File: config.mk
export PLATFORM = sky130hd
export DESIGN_NAME = sdr_cmd_guard
export DESIGN_NICKNAME = d
export VERILOG_FILES = /design/src/rtl/sdr_guard_pkg.sv /design/src/rtl/sdr_span_ctr.sv /design/src/rtl/sdr_timing_regs.sv /design/src/rtl/sdr_cmd_guard.sv
export SDC_FILE = /design/constraint.sdc
export NUM_CORES = 1
export LEC_CHECK = 0
export ABC_CLOCK_PERIOD_IN_PS = 2500
export BUFFER_PORTS_ARGS = -buffer_cell sky130_fd_sc_hd__clkbuf_2
export CORE_ASPECT_RATIO = 0.9
export CORE_UTILIZATION = 40
export DETAILED_ROUTE_END_ITERATION = 8
export GPL_ROUTABILITY_DRIVEN = 0
export GPL_TIMING_DRIVEN = 0
export PLACE_DENSITY_LB_ADDON = 0.1
export SLEW_MARGIN = 10
export SYNTH_ARGS = -nofsm -noshare
export SYNTH_HDL_FRONTEND = slang
export SYNTH_SLANG_ARGS = --single-unit
File: constraint.sdc
create_clock -name clk -period 2.5 [get_ports clk]
set_input_delay 0.125 -clock clk [delete_from_list [all_inputs] [get_ports clk]]
set_output_delay 0.125 -clock clk [all_outputs]
set_load 0.05 [all_outputs]
File: src/rtl/sdr_guard_pkg.sv
package sdr_guard_pkg;

  typedef enum logic [2:0] {
    OP_NOP = 3'd0,
    OP_ACT = 3'd1,
    OP_RD  = 3'd2,
    OP_WR  = 3'd3,
    OP_PRE = 3'd4,
    OP_MRS = 3'd5,
    OP_REF = 3'd6
  } sdr_op_e;

  localparam int CNT_W = 3;

  // Clock count selected by a field code; code zero picks 2**bits.
  function automatic logic [3:0] span_cycles(input logic [2:0] code, input int unsigned bits);
    if (code == 3'd0) return 4'(1 << bits);
    return {1'b0, code};
  endfunction

  // Counter preload: a span of N clocks holds for N-1 cycles after the grant.
  function automatic logic [CNT_W-1:0] span_load(input logic [3:0] cycles);
    return CNT_W'(cycles - 4'd1);
  endfunction

endpackage

File: src/rtl/sdr_span_ctr.sv
module sdr_span_ctr #(
  parameter int W = 3
) (
  input  logic         clk,
  input  logic         clr,
  input  logic         load,
  input  logic [W-1:0] load_val,
  output logic         busy
);
  logic [W-1:0] cnt;

  always_ff @(posedge clk) begin
    if (clr)              cnt <= '0;
    else if (load)        cnt <= load_val;
    else if (cnt != '0)   cnt <= cnt - 1'b1;
  end

  assign busy = (cnt != '0);
endmodule

File: src/rtl/sdr_timing_regs.sv
module sdr_timing_regs (
  input  logic       clk,
  input  logic       cold_rst_n,
  input  logic       wr,
  input  logic       sel,
  input  logic [7:0] wdata,
  output logic [7:0] rdata,
  output logic [1:0] f_trp,
  output logic [2:0] f_trc,
  output logic [1:0] f_trcd,
  output logic       f_trsc,
  output logic [1:0] f_trrd
);
  always_ff @(posedge clk) begin
    if (!cold_rst_n) begin
      f_trp  <= '0;
      f_trc  <= '0;
      f_trcd <= '0;
      f_trsc <= 1'b0;
      f_trrd <= '0;
    end else if (wr) begin
      if (!sel) begin
        f_trp <= wdata[4:3];
        f_trc <= wdata[2:0];
      end else begin
        f_trcd <= wdata[7:6];
        f_trsc <= wdata[5];
        f_trrd <= wdata[4:3];
      end
    end
  end

  assign rdata = sel ? {f_trcd, f_trsc, f_trrd, 3'b000}
                     : {3'b000, f_trp, f_trc};
endmodule

File: src/rtl/sdr_cmd_guard.sv
module sdr_cmd_guard #(
  parameter  int NUM_BANKS = 4,
  parameter  int REF_GAP   = 3,
  localparam int BANK_W    = (NUM_BANKS > 1) ? $clog2(NUM_BANKS) : 1
) (
  input  logic              clk,
  input  logic              cold_rst_n,
  input  logic              hot_rst_n,
  input  logic              reg_wr,
  input  logic              reg_sel,
  input  logic [7:0]        reg_wdata,
  output logic [7:0]        reg_rdata,
  input  logic              cmd_valid,
  input  logic [2:0]        cmd_op,
  input  logic [BANK_W-1:0] cmd_bank,
  output logic              cmd_grant
);
  import sdr_guard_pkg::*;

  logic [1:0] f_trp, f_trcd, f_trrd;
  logic [2:0] f_trc;
  logic       f_trsc;
  logic       rst_any;
  sdr_op_e    op;

  assign rst_any = !cold_rst_n || !hot_rst_n;
  assign op      = sdr_op_e'(cmd_op);

  sdr_timing_regs u_regs (
    .clk(clk), .cold_rst_n(cold_rst_n), .wr(reg_wr), .sel(reg_sel),
    .wdata(reg_wdata), .rdata(reg_rdata),
    .f_trp(f_trp), .f_trc(f_trc), .f_trcd(f_trcd), .f_trsc(f_trsc), .f_trrd(f_trrd)
  );

  // Named grant events, also observed by the checker.
  logic fire_act, fire_pre, fire_mrs, fire_ref;
  assign fire_act = cmd_grant && (op == OP_ACT);
  assign fire_pre = cmd_grant && (op == OP_PRE);
  assign fire_mrs = cmd_grant && (op == OP_MRS);
  assign fire_ref = cmd_grant && (op == OP_REF);

  logic rp_busy, rrd_busy, ref_busy, mrs_busy;

  sdr_span_ctr #(.W(CNT_W)) u_rp (
    .clk(clk), .clr(rst_any), .load(fire_pre),
    .load_val(span_load(span_cycles({1'b0, f_trp}, 2))), .busy(rp_busy));

  sdr_span_ctr #(.W(CNT_W)) u_rrd (
    .clk(clk), .clr(rst_any), .load(fire_act),
    .load_val(span_load(span_cycles({1'b0, f_trrd}, 2))), .busy(rrd_busy));

  sdr_span_ctr #(.W(CNT_W)) u_ref (
    .clk(clk), .clr(rst_any), .load(fire_ref),
    .load_val(CNT_W'(REF_GAP - 1)), .busy(ref_busy));

  sdr_span_ctr #(.W(CNT_W)) u_mrs (
    .clk(clk), .clr(rst_any), .load(fire_mrs),
    .load_val(f_trsc ? CNT_W'(0) : CNT_W'(1)), .busy(mrs_busy));

  logic [NUM_BANKS-1:0] bank_hit, rc_busy, rcd_busy;

  for (genvar b = 0; b < NUM_BANKS; b++) begin : g_bank
    assign bank_hit[b] = (cmd_bank == BANK_W'(b));

    sdr_span_ctr #(.W(CNT_W)) u_rc (
      .clk(clk), .clr(rst_any), .load(fire_act && bank_hit[b]),
      .load_val(span_load(span_cycles(f_trc, 3))), .busy(rc_busy[b]));

    sdr_span_ctr #(.W(CNT_W)) u_rcd (
      .clk(clk), .clr(rst_any), .load(fire_act && bank_hit[b]),
      .load_val(span_load(span_cycles({1'b0, f_trcd}, 2))), .busy(rcd_busy[b]));
  end

  logic sel_rc_busy, sel_rcd_busy, gate_all, op_ok;
  assign sel_rc_busy  = |(rc_busy & bank_hit);
  assign sel_rcd_busy = |(rcd_busy & bank_hit);
  assign gate_all     = !ref_busy && !mrs_busy;

  always_comb begin
    unique case (op)
      OP_ACT:         op_ok = !rp_busy && !rrd_busy && !sel_rc_busy;
      OP_RD, OP_WR:   op_ok = !sel_rcd_busy;
      OP_PRE:         op_ok = 1'b1;
      OP_MRS, OP_REF: op_ok = !rp_busy;
      default:        op_ok = 1'b0;
    endcase
  end

  assign cmd_grant = cmd_valid && !rst_any && gate_all && op_ok;
endmodule

* Word-level counts from Yosys, hierarchy flattened
Index checks and enable logic that the tools add are counted.
Cells by class: $add $sub $neg 16, equal/unequal tests 9, mux-type cells 39, bitwise operators 3, reduce and logical (&&, ||, !) cells 60
Operators by type and width (number):
- 3-bit 2-to-1 mux | 30
- 3-bit by 1-bit subtractor with 3-bit output (second input constant) | 16
- 3-bit nonzero test | 12
- 2-bit nonzero test | 12
- 1-bit logical AND | 14
- 3-bit equality test (second input constant) | 3
- 1-bit logical NOT | 9
- 4-bit bitwise AND | 2
- 2-bit logical NOT | 4
- 8-bit 2-to-1 mux | 1
- 4-bit OR reduction | 2
- 3-bit by 2-bit equality test with 1-bit output (second input constant) | 2
- 2-bit OR reduction | 3
- 1-bit 2-to-1 mux | 5
- 2-bit equality test (second input constant) | 2
- 2-bit 2-to-1 mux | 2
- 1-bit one-hot mux with 4 select lines | 1
- 2-bit AND reduction | 2
- 3-bit by 1-bit equality test with 1-bit output (second input constant) | 1
- 3-bit logical NOT | 1
- 2-bit by 1-bit equality test with 1-bit output (second input constant) | 1
- 1-bit logical OR | 1
- 1-bit inverter | 1
Storage, ports and cells: bits in registers 46, input bits 19, output and inout port bits 9, word-level logic and storage cells 145

* Depth between registers and ports, before layout
Gate-level depths: netlist (run 1).
depth in word-level cells 10, mapped depth 11, depth with buffers taken out 10

* Hierarchy
Synthesis (run 1) repeated with hierarchy kept, for this count alone.
Second synthesis, totals: cells, all modules 362, area total of the unflattened synthesis 3289.4 um^2
By module, submodules not included:
- sdr_span_ctr | times used 12, cells each 21, area an instance 202.7 um^2
- sdr_timing_regs | times used 1, cells each 53, area an instance 484.2 um^2
- sdr_cmd_guard | times used 1, cells each 57, area an instance 372.9 um^2

* Least setup slack after synthesis (run 1)
Ideal clock, no wire load.
path type register to output, start point register g_bank[3].u_rc.cnt[0], end point output port cmd_grant, arrival 2.047 ns, required time 2.375 ns, slack 0.328 ns, stages on the path, launching flop included 8, path buffers 0, cells stage by stage dfxtp_1 > inv_1 > ha_1 > nand2b_1 > mux4_2 > nor2_1 > nor2_1 > nor2_1
On the way: cells in the longest elaborated chain, start to end 7
Ends and longest elaborated chain:
- from (decl) | RTL line sdr_span_ctr.sv:10 | logic [W-1:0] cnt;
- from (signal assigned) | RTL line sdr_span_ctr.sv:14 | else if (load) cnt <= load_val;
- from (signal assigned) | RTL line sdr_span_ctr.sv:15 | else if (cnt != '0) cnt <= cnt - 1'b1;
- 3-bit nonzero test | RTL line sdr_span_ctr.sv:18 | assign busy = (cnt != '0);
- 4-bit bitwise AND | RTL line sdr_cmd_guard.sv:75 | assign sel_rc_busy = |(rc_busy & bank_hit);
- 4-bit OR reduction | RTL line sdr_cmd_guard.sv:75
- 1-bit logical NOT | RTL line sdr_cmd_guard.sv:81 | OP_ACT: op_ok = !rp_busy && !rrd_busy && !sel_rc_busy;
- 1-bit logical AND | RTL line sdr_cmd_guard.sv:81
- 1-bit one-hot mux with 4 select lines | RTL line sdr_cmd_guard.sv:80 | unique case (op)
- 1-bit logical AND | RTL line sdr_cmd_guard.sv:89 | assign cmd_grant = cmd_valid && !rst_any && gate_all && op_ok;
- to (decl) | RTL line sdr_cmd_guard.sv:16 | output logic cmd_grant
No other way between the ends.

* Final worst setup path (run 1)
start point register u_ref.cnt[0], end point register u_rp.cnt[2]
On the way: cells in the longest elaborated chain, start to end 7, elaborated cells on any way between the ends 8
Ends and longest elaborated chain:
- from (decl) | RTL line sdr_span_ctr.sv:10
- from (signal assigned) | RTL line sdr_span_ctr.sv:14
- from (signal assigned) | RTL line sdr_span_ctr.sv:15
- 3-bit nonzero test * | RTL line sdr_span_ctr.sv:18
- 1-bit logical NOT * | RTL line sdr_cmd_guard.sv:77 | assign gate_all = !ref_busy && !mrs_busy;
- 1-bit logical AND * | RTL line sdr_cmd_guard.sv:77
- 1-bit logical AND * (2 in series) | RTL line sdr_cmd_guard.sv:89
- 1-bit logical AND * | RTL line sdr_cmd_guard.sv:38 | assign fire_pre = cmd_grant && (op == OP_PRE);
- 3-bit 2-to-1 mux or 2-bit nonzero test (tied branches)
- to (signal assigned) | RTL line sdr_span_ctr.sv:14
- to (signal assigned) | RTL line sdr_span_ctr.sv:15
- to (decl) | RTL line sdr_span_ctr.sv:10
Mark *: on every way between the ends. The rest lies on a longest branch, timed or not. A chain may end at the register's enable or synchronous reset.

==> metrics.txt, run 1 <==
outcome finished clean; #FFs+latches synth 46; Yosys warning total 0; 1st-pass router iterations 4; synth unique cells 45; Max Clock Freq between 400 and 500 MHz; clk_lat worst skew just over 0.3 ns; mapped cell area between 2000 and 3000 µm²; top_reg_cell synth dfxtp_1; CTS max path bufs 2; Initial Util 0.419; DRC viols 0; filler cell count approximately 700; CTS tree built; sequential share of the synthesized area 0.330; EDFF count, synth 0; all-layer global routing usage 0.181; share of cells above drive strength 1 0.150; mux cell area share after synthesis 0.106; Clock Pin Slew Worst Setup and Hold Paths around 0.1 ns; CTS root buf clkbuf_8; Fin. Hold Viols 0; Syn Nets roughly 370; Avg Synthesized Cell Area around 8.6 µm²; fin. max-slew vios 0; Worst Setup End Kind register; Final Routed Wirelength approximately 6.1 mm; H-Tree Depth 2; post-DR vias/cell roughly 5; Worst Setup Start Kind register; # hold bufs at CTS 0; via count between 2000 and 2500; Adder-Cell Fraction of Synth Area 0.103; post-synth top area share 0.330; Area after DPL around 3000 µm²; vias in the first global route roughly 2100; final hold slack 0.0509 ns; path category of the worst min-delay check primary input to register; pin count of the biggest net entering global routing 16; DRT antenna net count 0; Synth Instances 325; HPWL Detailed roughly 4.7 mm; dpl cells 440; Layout Cells excl Fill roughly 450; CP Class register to register; crit path launch u_ref.cnt[0]$_SDFFE_PP0P_; Static Leak between 1 and 1.5 nW; number of antenna diodes 0; RSZ-0062 raised after global routing no; Worst Path Required 2.71 ns; xor/xnor share of the synthesized area 0.0377; fin crit period 2.34 ns; Tcrit/Tclk final 0.938; I/O Buffers 25; antenna violations before repair 0; R2R Path Start u_ref.cnt[0]$_SDFFE_PP0P_; Die Ht roughly 81 µm; grt ovf 0; core area between 6000 and 7000 µm²; Rel. slew slack 0.586; VDD IR max 0.000286 V; power per standard cell area slightly above 500 nW/µm²; final setup vio count 0; simple logic cell fraction of the synthesized area 0.247; number of max-cap violations 0; CP Data Arrival Time roughly 2.6 ns; asr flop ratio synth 0; crit path max fanout 8; Synth Area in Compound Gates 0.121; Synth area leaders dfxtp_1 33%, ha_1 10%, nor2_1 6.5%; largest family of logic cells by synthesized area simple AND/OR/NAND/NOR gates; clock skew ~0.0077 ns; Worst Tran Pin Value 0.622 ns; post-layout instance area 3160 µm²; cell taking the most area after synthesis dfxtp_1; post-DR wirelength/cell 13.5 µm; I/O pin total 28; Num CTS Buffers 5; clock sink count 46; Iter 0 DRT Violations between 60 and 70; Rows 28; Nets roughly 400; min-delay src reg_wdata[5]; Fin Setup TNS 0 ns; area of the multi-input gates roughly 1700 µm²; full die area 7310 µm²; Register Area between 900 and 1000 µm²; first-pass GRT wire length 10.3 mm; P&R area growth vs syn 13.2%; Die X about 90 µm
## timing repair
action | in CTS | in global routing
setup buffers | 0 | 3
setup endpoints to repair | 0 | 9
gates resized for setup | 0 | 5
## layout make-up
class | count | area share
clock inverter | 3 | 0.00674
inverter | 28 | 0.0333
tap | 90 | 0.0357
multi-input combinational | 241 | 0.548
timing repair buffer | 28 | 0.0475
buffer | 10 | 0.0155
clock buffer | 5 | 0.0218
sequential | 46 | 0.292
## routing by layer
metal | GRT usage | wire (µm)
met5 | 0 | 0
met1 | 0.225 | 3040
met2 | 0.321 | 2860
met3 | 0.0309 | 132
met4 | 0.0565 | 63
## worst paths after layout
check	endpoint	slack [ns]	cells after the start
min reg2reg	u_regs.f_trsc$_SDFFE_PN0P_	0.49	2
max	u_rp.cnt[2]$_SDFFE_PP0P_	0.16	9
min	u_regs.f_trsc$_SDFFE_PN0P_	0.05	3
max reg2reg	u_rp.cnt[2]$_SDFFE_PP0P_	0.16	9
## report_power, final
part | internal [mW] | switching (mW)
clock network | 0.197 | 0.283
registers | 0.761 | 0.0202
logic | 0.145 | 0.199
total | 1.10 | 0.502
## kinds of logic after synthesis
group	count (synthesis)
xor+xnor	12
compound gates	50
buf+inv	38
mux	26
fa+ha+maj	23
flops	46
simple gates	130
## synthesized netlist by cell type (2+ instances only)
cell / instances
nand3_1: 12
and2_1: 4
nand2b_1: 9
mux2_2: 6
a211oi_1: 9
ha_1: 23
mux2_1: 3
nand4_1: 3
nor3_1: 9
a21oi_1: 21
nor4_4: 2
nand2_1: 12
mux4_2: 2
buf_2: 3
inv_1: 28
xor2_1: 4
o21ai_0: 2
and3_1: 4
a21boi_0: 5
o211a_1: 2
nor3b_1: 3
nor2b_1: 18
mux2i_1: 15
dfxtp_1: 46
nor2_1: 48
xnor2_1: 8
clkbuf_1: 6
## through the flow
stage | setup slack, ns | utilization | total power [mW]
final | 0.155 | 0.474 | 1.61
after global routing | 0.00212 | 0.474 | 1.70
after CTS | 0.0250 | 0.468 | 1.61
after detailed placement | 0.0352 | 0.455 | 1.13
after global placement | 0.0564 | 0.455 | 1.13
after floorplan | 0.328 | - | 1.05
## critical path, cell delays in order (launching register included)
cell,delay [ns]
dfxtp_1,0.35
nor2_1,0.12
ha_1,0.28
nand3_1,0.15
or4b_1,0.47
buf_2,0.18
mux2i_1,0.18
ha_1,0.21
a211oi_1,0.06
a211oi_1,0.25
## state kept, by name, summed over array words and instances, names as in the netlist
signal,cells
u_regs.f_trsc,1
u_rrd.cnt,3
u_mrs.cnt,3
u_rp.cnt,3
g_bank.u_rc.cnt,12
u_regs.f_trcd,2
u_ref.cnt,3
u_regs.f_trc,3
g_bank.u_rcd.cnt,12
u_regs.f_trrd,2
u_regs.f_trp,2
## cell usage in the layout (no fill, tap or decap), types with 12 or more instances in the layout
master and n:
mux2i_1 15, nor2b_1 18, inv_1 28, nand3_1 12, nor2_1 47, dfxtp_1 46
clkbuf_2 24, ha_1 22, a21oi_1 21, nand2_1 12
(Power assumes the default switching activity.)
==> run 2, diff against run 1 <==
--- a/config.mk
+++ b/config.mk
@@ -16,4 +16,5 @@
 export SLEW_MARGIN = 10
 export SYNTH_ARGS = -nofsm -noshare
 export SYNTH_HDL_FRONTEND = slang
+export SYNTH_HIERARCHICAL = 1
 export SYNTH_SLANG_ARGS = --single-unit
==> metrics.txt, run 2 <==
final hold slack 0.0434 ns (was 0.0509 ns); Clock Pin Slew Worst Setup and Hold Paths 0.09 ns (was 0.10 ns); clock skew 0.00559 ns (was 0.00769 ns); Layout Cells excl Fill 546 (was 451); Worst Setup End Kind register (unchanged); final worst slack -0.205 ns (was 0.155 ns); vias in the first global route 2541 (was 2134); Synth Instances 362 (was 325); path category of the worst min-delay check primary input to register (unchanged); all-layer global routing usage 0.169 (was 0.181); via count 2731 (was 2258); I/O pin total 28 (unchanged); asr flop ratio synth 0 (unchanged); core area 7730 µm² (was 6660 µm²); Reg2Reg Depth 9 (unchanged); Initial Util 0.425 (was 0.419); CP Data Arrival Time 2.88 ns (was 2.55 ns); most common cell in the netlist nor2b_1 (was nor2_1); Worst Tran Pin Value 0.999 ns (was 0.622 ns); Yosys warning total 6 (was 0); power per standard cell area 385 nW/µm² (was 508 nW/µm²); biggest regs g_bank.u_rc/cnt x12, g_bank.u_rcd/cnt x12 (was g_bank.u_rc.cnt x12, g_bank.u_rcd.cnt x12); crit path max fanout 7 (was 8); filler cell count 701 (was 695); Max Clock Freq 370 MHz (was 426 MHz); post-synth top area share 0.280 (was 0.330); CP Class register to register (unchanged); Static Leak 1.70 nW (was 1.29 nW); Rows 30 (was 28); cell taking the most area after synthesis dfxtp_1 (unchanged); Worst Path Required 2.67 ns (was 2.71 ns); DRC viols 0 (unchanged); Hold Path Sink u_regs/f_trc[1]$_SDFFE_PN0P_ (was u_regs.f_trsc$_SDFFE_PN0P_); fin crit period 2.71 ns (was 2.34 ns); Critical Path Slowest Stage Cell or4_4 (was or4b_1); post-DR wirelength/cell 13.2 µm (was 13.5 µm); VDD IR max 0.000290 V (was 0.000286 V); mapped cell area 3290 µm² (was 2790 µm²); top_reg_cell synth dfxtp_1 (unchanged); first-pass GRT wire length 11.7 mm (was 10.3 mm); I/O Buffers 26 (was 25); 1st-pass router iterations 4 (unchanged); Num CTS Buffers 5 (unchanged); Die Ht 88.0 µm (was 81.2 µm); final setup vio count 26 (was 0); post-layout instance area 4470 µm² (was 3160 µm²); fin. max-slew vios 0 (unchanged); commonest non-fill, non-tap cell in the layout nor2b_1 (was nor2_1); r2r endpoint g_bank[1].u_rc/cnt[0]$_SDFFE_PP0P_ (was u_rp.cnt[2]$_SDFFE_PP0P_); commonest cells after routing, fill and taps aside 52 x nor2b_1, 44 x inv_1, 38 x dfxtp_1 (was 47 x nor2_1, 46 x dfxtp_1, 28 x inv_1); Tcrit/Tclk final 1.08 (was 0.938); H-Tree Depth 2 (unchanged); min-delay src reg_wdata[1] (was reg_wdata[5]); EDFF count, synth 0 (unchanged); number of antenna diodes 0 (unchanged); synth unique cells 33 (was 45); Util after Layout 0.578 (was 0.474); Synth area leaders dfxtp_1 28%, nor2b_1 12%, ha_1 11% (was dfxtp_1 33%, ha_1 10%, nor2_1 6.5%); R2R Path Start g_bank[1].u_rc/cnt[1]$_SDFFE_PP0P_ (was u_ref.cnt[0]$_SDFFE_PP0P_); grt ovf 0 (unchanged); full die area 8590 µm² (was 7310 µm²); post-DR vias/cell 5.00 (was 5.01); CTS max path bufs 2 (unchanged); pin count of the biggest net entering global routing 38 (was 16); CTS root buf clkbuf_8 (unchanged); P&R area growth vs syn 35.9% (was 13.2%); dpl cells 493 (was 440); outcome complete, but fails checks (was finished clean); clock sink count 46 (unchanged); share of cells above drive strength 1 0.356 (was 0.150); Avg Synthesized Cell Area 9.09 µm² (was 8.59 µm²); Die X 97.6 µm (was 90.0 µm); total power 1.72 mW (was 1.61 mW); RSZ-0062 raised after global routing yes (was no); most frequent cells after synthesis 63 x nor2b_1, 53 x inv_1, 46 x dfxtp_1 (was 48 x nor2_1, 46 x dfxtp_1, 28 x inv_1); HPWL Detailed 4.68 mm (was 4.67 mm); Iter 0 DRT Violations 57 (was 63); Nets 497 (was 402); Final Routed Wirelength 7.22 mm (was 6.09 mm); Worst Setup Start Kind register (unchanged); pre-CTS setup slack -0.552 ns (was 0.0352 ns); #FFs+latches synth 46 (unchanged); number of max-cap violations 0 (unchanged); failing checks negative setup slack; Fin Setup TNS -3.28 ns (was 0 ns); # hold bufs at CTS 0 (unchanged); Area after DPL 3710 µm² (was 3030 µm²); critical-path cell list inv_2, ha_4, nand2b_4, mux4_2, or4_4, nor4_4, buf_4, nor4b_1, a2111oi_1 (was nor2_1, ha_1, nand3_1, or4b_1, buf_2, mux2i_1, ha_1, a211oi_1, a211oi_1); clk_lat worst skew 0.31 ns (about the same); CTS tree built (unchanged); DRT antenna net count 0 (unchanged); crit-path max cell delay 0.54 ns (was 0.47 ns); sequential share of the synthesized area 0.280 (was 0.330); Fin. Hold Viols 0 (unchanged); antenna violations before repair 0 (unchanged); worst hold path cell count 3 (unchanged); Rel. slew slack 0.331 (was 0.586); flop-to-flop setup slack -0.21 ns (was 0.16 ns)
-- run 2: worst max path at each step --
stage,from,end,slack [ns],depth (start not counted)
6_report,g_bank[1].u_rc/cnt[1]$_SDFFE_PP0P_,g_bank[1].u_rc/cnt[0]$_SDFFE_PP0P_,-0.21,9
5_1_grt,g_bank[2].u_rc/cnt[1]$_SDFFE_PP0P_,g_bank[1].u_rc/cnt[0]$_SDFFE_PP0P_,-0.31,9
4_1_cts,g_bank[3].u_rc/cnt[1]$_SDFFE_PP0P_,g_bank[0].u_rcd/cnt[0]$_SDFFE_PP0P_,-0.19,9
3_5_place_dp,cold_rst_n,g_bank[2].u_rc/cnt[1]$_SDFFE_PP0P_,-0.55,6
3_3_place_gp,cold_rst_n,g_bank[2].u_rc/cnt[1]$_SDFFE_PP0P_,-0.57,6
2_1_floorplan,g_bank[3].u_rc/cnt[1]$_SDFFE_PP0P_,g_bank[2].u_rc/cnt[0]$_SDFFE_PP0P_,-0.17,9
-- run 2: worst max-delay path, delay by kind of cell (launching register included) --
kind / cells / cell delay (ns)
AND/OR/NAND/NOR: 4 / 0.98
buffers and inverters: 2 / 0.27
adder cells (fa/ha/maj): 1 / 0.16
flip-flops: 1 / 0.33
multiplexers: 1 / 0.48
AO/OA/AOI/OAI: 1 / 0.36
-- run 2: final cells by class --
cell class | count | area [µm²] | area share
Sequential cell | 46 | 931 | 0.208
Clock inverter | 3 | 40.0 | 0.00896
Multi-Input combinational cell | 265 | 2490 | 0.557
Tap cell | 96 | 120 | 0.0269
Inverter | 53 | 199 | 0.0445
Buffer | 6 | 56.3 | 0.0126
Clock buffer | 5 | 68.8 | 0.0154
Timing Repair Buffer | 72 | 566 | 0.127
-- run 2: cells by family after synthesis --
logic type      after synthesis  synth area share
buf+inv                      60            0.0810
simple gates                171             0.346
other cells                   2           0.00228
compound gates               42             0.138
mux                          12            0.0422
fa+ha+maj                    29             0.110
flops                        46             0.280
-- run 2: what timing repair did --
action | 4_1_cts | 5_1_grt
cloned | 2 | 0
gates resized for setup | 32 | 28
buffers inserted | 31 | 14
pin swaps | 17 | 8
setup endpoints to repair | 32 | 34
-- run 2: where the power goes --
group | total [mW] | switching (mW) | internal, mW
clock | 0.570 | 0.275 | 0.295
combinational | 0.374 | 0.203 | 0.171
sequential | 0.777 | 0.0201 | 0.757
-- run 2: routing by layer --
layer | vias to the layer above | track usage | share of wire
met4 | 0 | 0.0495 | 0.0044
met5 | - | 0 | 0
met3 | 3 | 0.0311 | 0.025
li1 | 1435 | - | -
met1 | 1265 | 0.223 | 0.51
met2 | 28 | 0.285 | 0.46
==> run 3, diff against run 2 <==
--- a/config.mk
+++ b/config.mk
@@ -11,8 +11,8 @@
 export CORE_UTILIZATION = 40
 export DETAILED_ROUTE_END_ITERATION = 8
 export GPL_ROUTABILITY_DRIVEN = 0
-export GPL_TIMING_DRIVEN = 0
 export PLACE_DENSITY_LB_ADDON = 0.1
+export SKIP_CTS_REPAIR_TIMING = 1
 export SLEW_MARGIN = 10
 export SYNTH_ARGS = -nofsm -noshare
 export SYNTH_HDL_FRONTEND = slang
==> metrics.txt, run 3 (same netlist as run 2, synthesis figures left out) <==
outcome complete, but fails checks (unchanged); failing checks negative setup slack (unchanged); R2R Path Start g_bank[0].u_rc/cnt[1]$_SDFFE_PP0P_ (was g_bank[1].u_rc/cnt[1]$_SDFFE_PP0P_); CTS max path bufs 2 (unchanged); fin. max-slew vios 0 (unchanged); Rows 30 (unchanged); I/O Buffers 27 (was 26); 1st-pass router iterations 4 (unchanged); RSZ-0062 raised after global routing yes (unchanged); Max Clock Freq 385 MHz (was 370 MHz); Clock Pin Slew Worst Setup and Hold Paths 0.09 ns (about the same); Worst Setup End Kind register (unchanged); min-delay src reg_wdata[1] (unchanged); routing usage on met2 0.280 (was 0.285); Num CTS Buffers 5 (unchanged); crit path max fanout 15 (was 7); clock sink count 46 (unchanged); pin count of the biggest net entering global routing 37 (was 38); Die Ht 88.0 µm (unchanged); DRT antenna net count 0 (unchanged); grt ovf 0 (unchanged); Fin. Hold Viols 0 (unchanged); Nets 500 (was 497); Die X 97.6 µm (unchanged); Worst Setup Start Kind register (unchanged); DRC viols 0 (unchanged); CTS root buf clkbuf_8 (unchanged); Tcrit/Tclk final 1.04 (was 1.08); vias in the first global route 2595 (was 2541); pre-CTS setup slack -0.127 ns (was -0.552 ns); GRT busiest layer met2 (unchanged); I/O pin total 28 (unchanged); share of cells above drive strength 1 0.373 (was 0.356); full die area 8590 µm² (unchanged); crit path launch g_bank[0].u_rc/cnt[1]$_SDFFE_PP0P_ (was g_bank[1].u_rc/cnt[1]$_SDFFE_PP0P_); Static Leak 1.68 nW (was 1.70 nW); VDD IR max 0.000285 V (was 0.000290 V); HPWL Detailed 5.18 mm (was 4.68 mm); core area 7730 µm² (unchanged); all-layer global routing usage 0.165 (was 0.169); power per standard cell area 375 nW/µm² (was 385 nW/µm²); CP Data Arrival Time 2.79 ns (was 2.88 ns); H-Tree Depth 2 (unchanged); M3 GR Usage 0.0295 (was 0.0311); biggest regs g_bank.u_rc/cnt x12, g_bank.u_rcd/cnt x12 (unchanged); number of max-cap violations 0 (unchanged); post-DR wirelength/cell 13.1 µm (was 13.2 µm); post-DR vias/cell 5.09 (was 5.00); grt met1 use 0.224 (was 0.223); path category of the worst min-delay check primary input to register (unchanged); Worst Tran Pin Value 0.566 ns (was 0.999 ns); via count 2795 (was 2731); number of antenna diodes 0 (unchanged); total power 1.67 mW (was 1.72 mW); Worst Path Required 2.69 ns (was 2.67 ns); clock skew 0.0140 ns (was 0.00559 ns); CP Class register to register (unchanged); final setup vio count 19 (was 26); Final Routed Wirelength 7.22 mm (about the same); antenna violations before repair 0 (unchanged); Rel. slew slack 0.623 (was 0.331); CTS tree built (unchanged); Initial Util 0.425 (unchanged); fin crit period 2.60 ns (was 2.71 ns); first-pass GRT wire length 11.7 mm (about the same); final worst slack -0.100 ns (was -0.205 ns); P&R area growth vs syn 35.0% (was 35.9%); Iter 0 DRT Violations 36 (was 57); commonest cells after routing, fill and taps aside 47 x nor2b_1, 47 x buf_4, 43 x inv_1 (was 52 x nor2b_1, 44 x inv_1, 38 x dfxtp_1); clk_lat worst skew 0.30 ns (was 0.31 ns)
==> run 3: cell types whose count changed in the layout (fill, tap and decap cells not counted), moves of 2 or more <==
| cell | previous run | this run |
|---|---|---|
| clkbuf_8 | 5 | 7 |
| buf_6 | 13 | 4 |
| nor2b_4 | 8 | 10 |
| clkinv_2 | 2 | 0 |
| nor2b_1 | 52 | 47 |
| nor4b_2 | 1 | 3 |
| nor2b_2 | 4 | 7 |
| nor4_1 | 0 | 2 |
| nor4_4 | 4 | 2 |
| buf_4 | 35 | 47 |
| a2111oi_1 | 19 | 15 |
| nor4b_4 | 5 | 3 |
| a2111oi_2 | 5 | 8 |
==> run 3: power by group <==
| group | leakage [nW] | total, mW | internal [mW] | switching (mW) |
|---|---|---|---|---|
| combinational | 1.25 | 0.365 | 0.167 | 0.199 |
| clock | 0.0544 | 0.525 | 0.254 | 0.271 |
| sequential | 0.376 | 0.775 | 0.757 | 0.0183 |
==> run 3: worst max-delay path: stages (launching register included) <==
cell,delay [ns]
dfxtp_2,0.33
inv_2,0.07
ha_4,0.16
nand2b_4,0.07
mux4_2,0.46
or4_4,0.50
buf_4,0.19
nor3_4,0.14
buf_12,0.16
nor2b_1,0.05
a2111oi_1,0.37
==> run 3: cell type report <==
class                      instances  area, µm²
clock buffer                       7       96.3
clock inverter                     1       8.76
fill                             706       3290
inverter                          53        199
multi-input combinational        265       2470
sequential                        46        931
tap                               96        120
timing repair buffer              81        613
==> run 3: per-layer routing <==
| layer | wire [µm] | share of wire |
|---|---|---|
| met2 | 3450 | 0.48 |
| met3 | 175 | 0.024 |
| met5 | 0 | 0 |
| met4 | 28 | 0.0039 |
| met1 | 3560 | 0.49 |
==> run 3: through the flow <==
stage | hold WS [ns] | instance area [µm²] | TNS [ns] | cells | utilization
4_1_cts | 0.0348 | 4110 | -1.81 | 540 | 0.532
3_5_place_dp | 0.367 | 4010 | -1.23 | 532 | 0.518
6_report | 0.0443 | 4440 | -0.798 | 549 | 0.574
2_1_floorplan | 0.267 | 3460 | -1.58 | 371 | -
3_3_place_gp | 0.359 | 4010 | -0.443 | 532 | 0.518
5_1_grt | 0.0583 | 4440 | -3.00 | 549 | 0.574
==> run 3: worst paths after layout <==
path	to	slack (ns)	cells after the start
worst max register to register	g_bank[3].u_rc/cnt[0]$_SDFFE_PP0P_	-0.10	10
worst min register to register	u_regs/f_trcd[1]$_SDFFE_PN0P_	0.48	2
worst min-delay path	u_regs/f_trc[1]$_SDFFE_PN0P_	0.04	3
worst max-delay path	g_bank[3].u_rc/cnt[0]$_SDFFE_PP0P_	-0.10	10
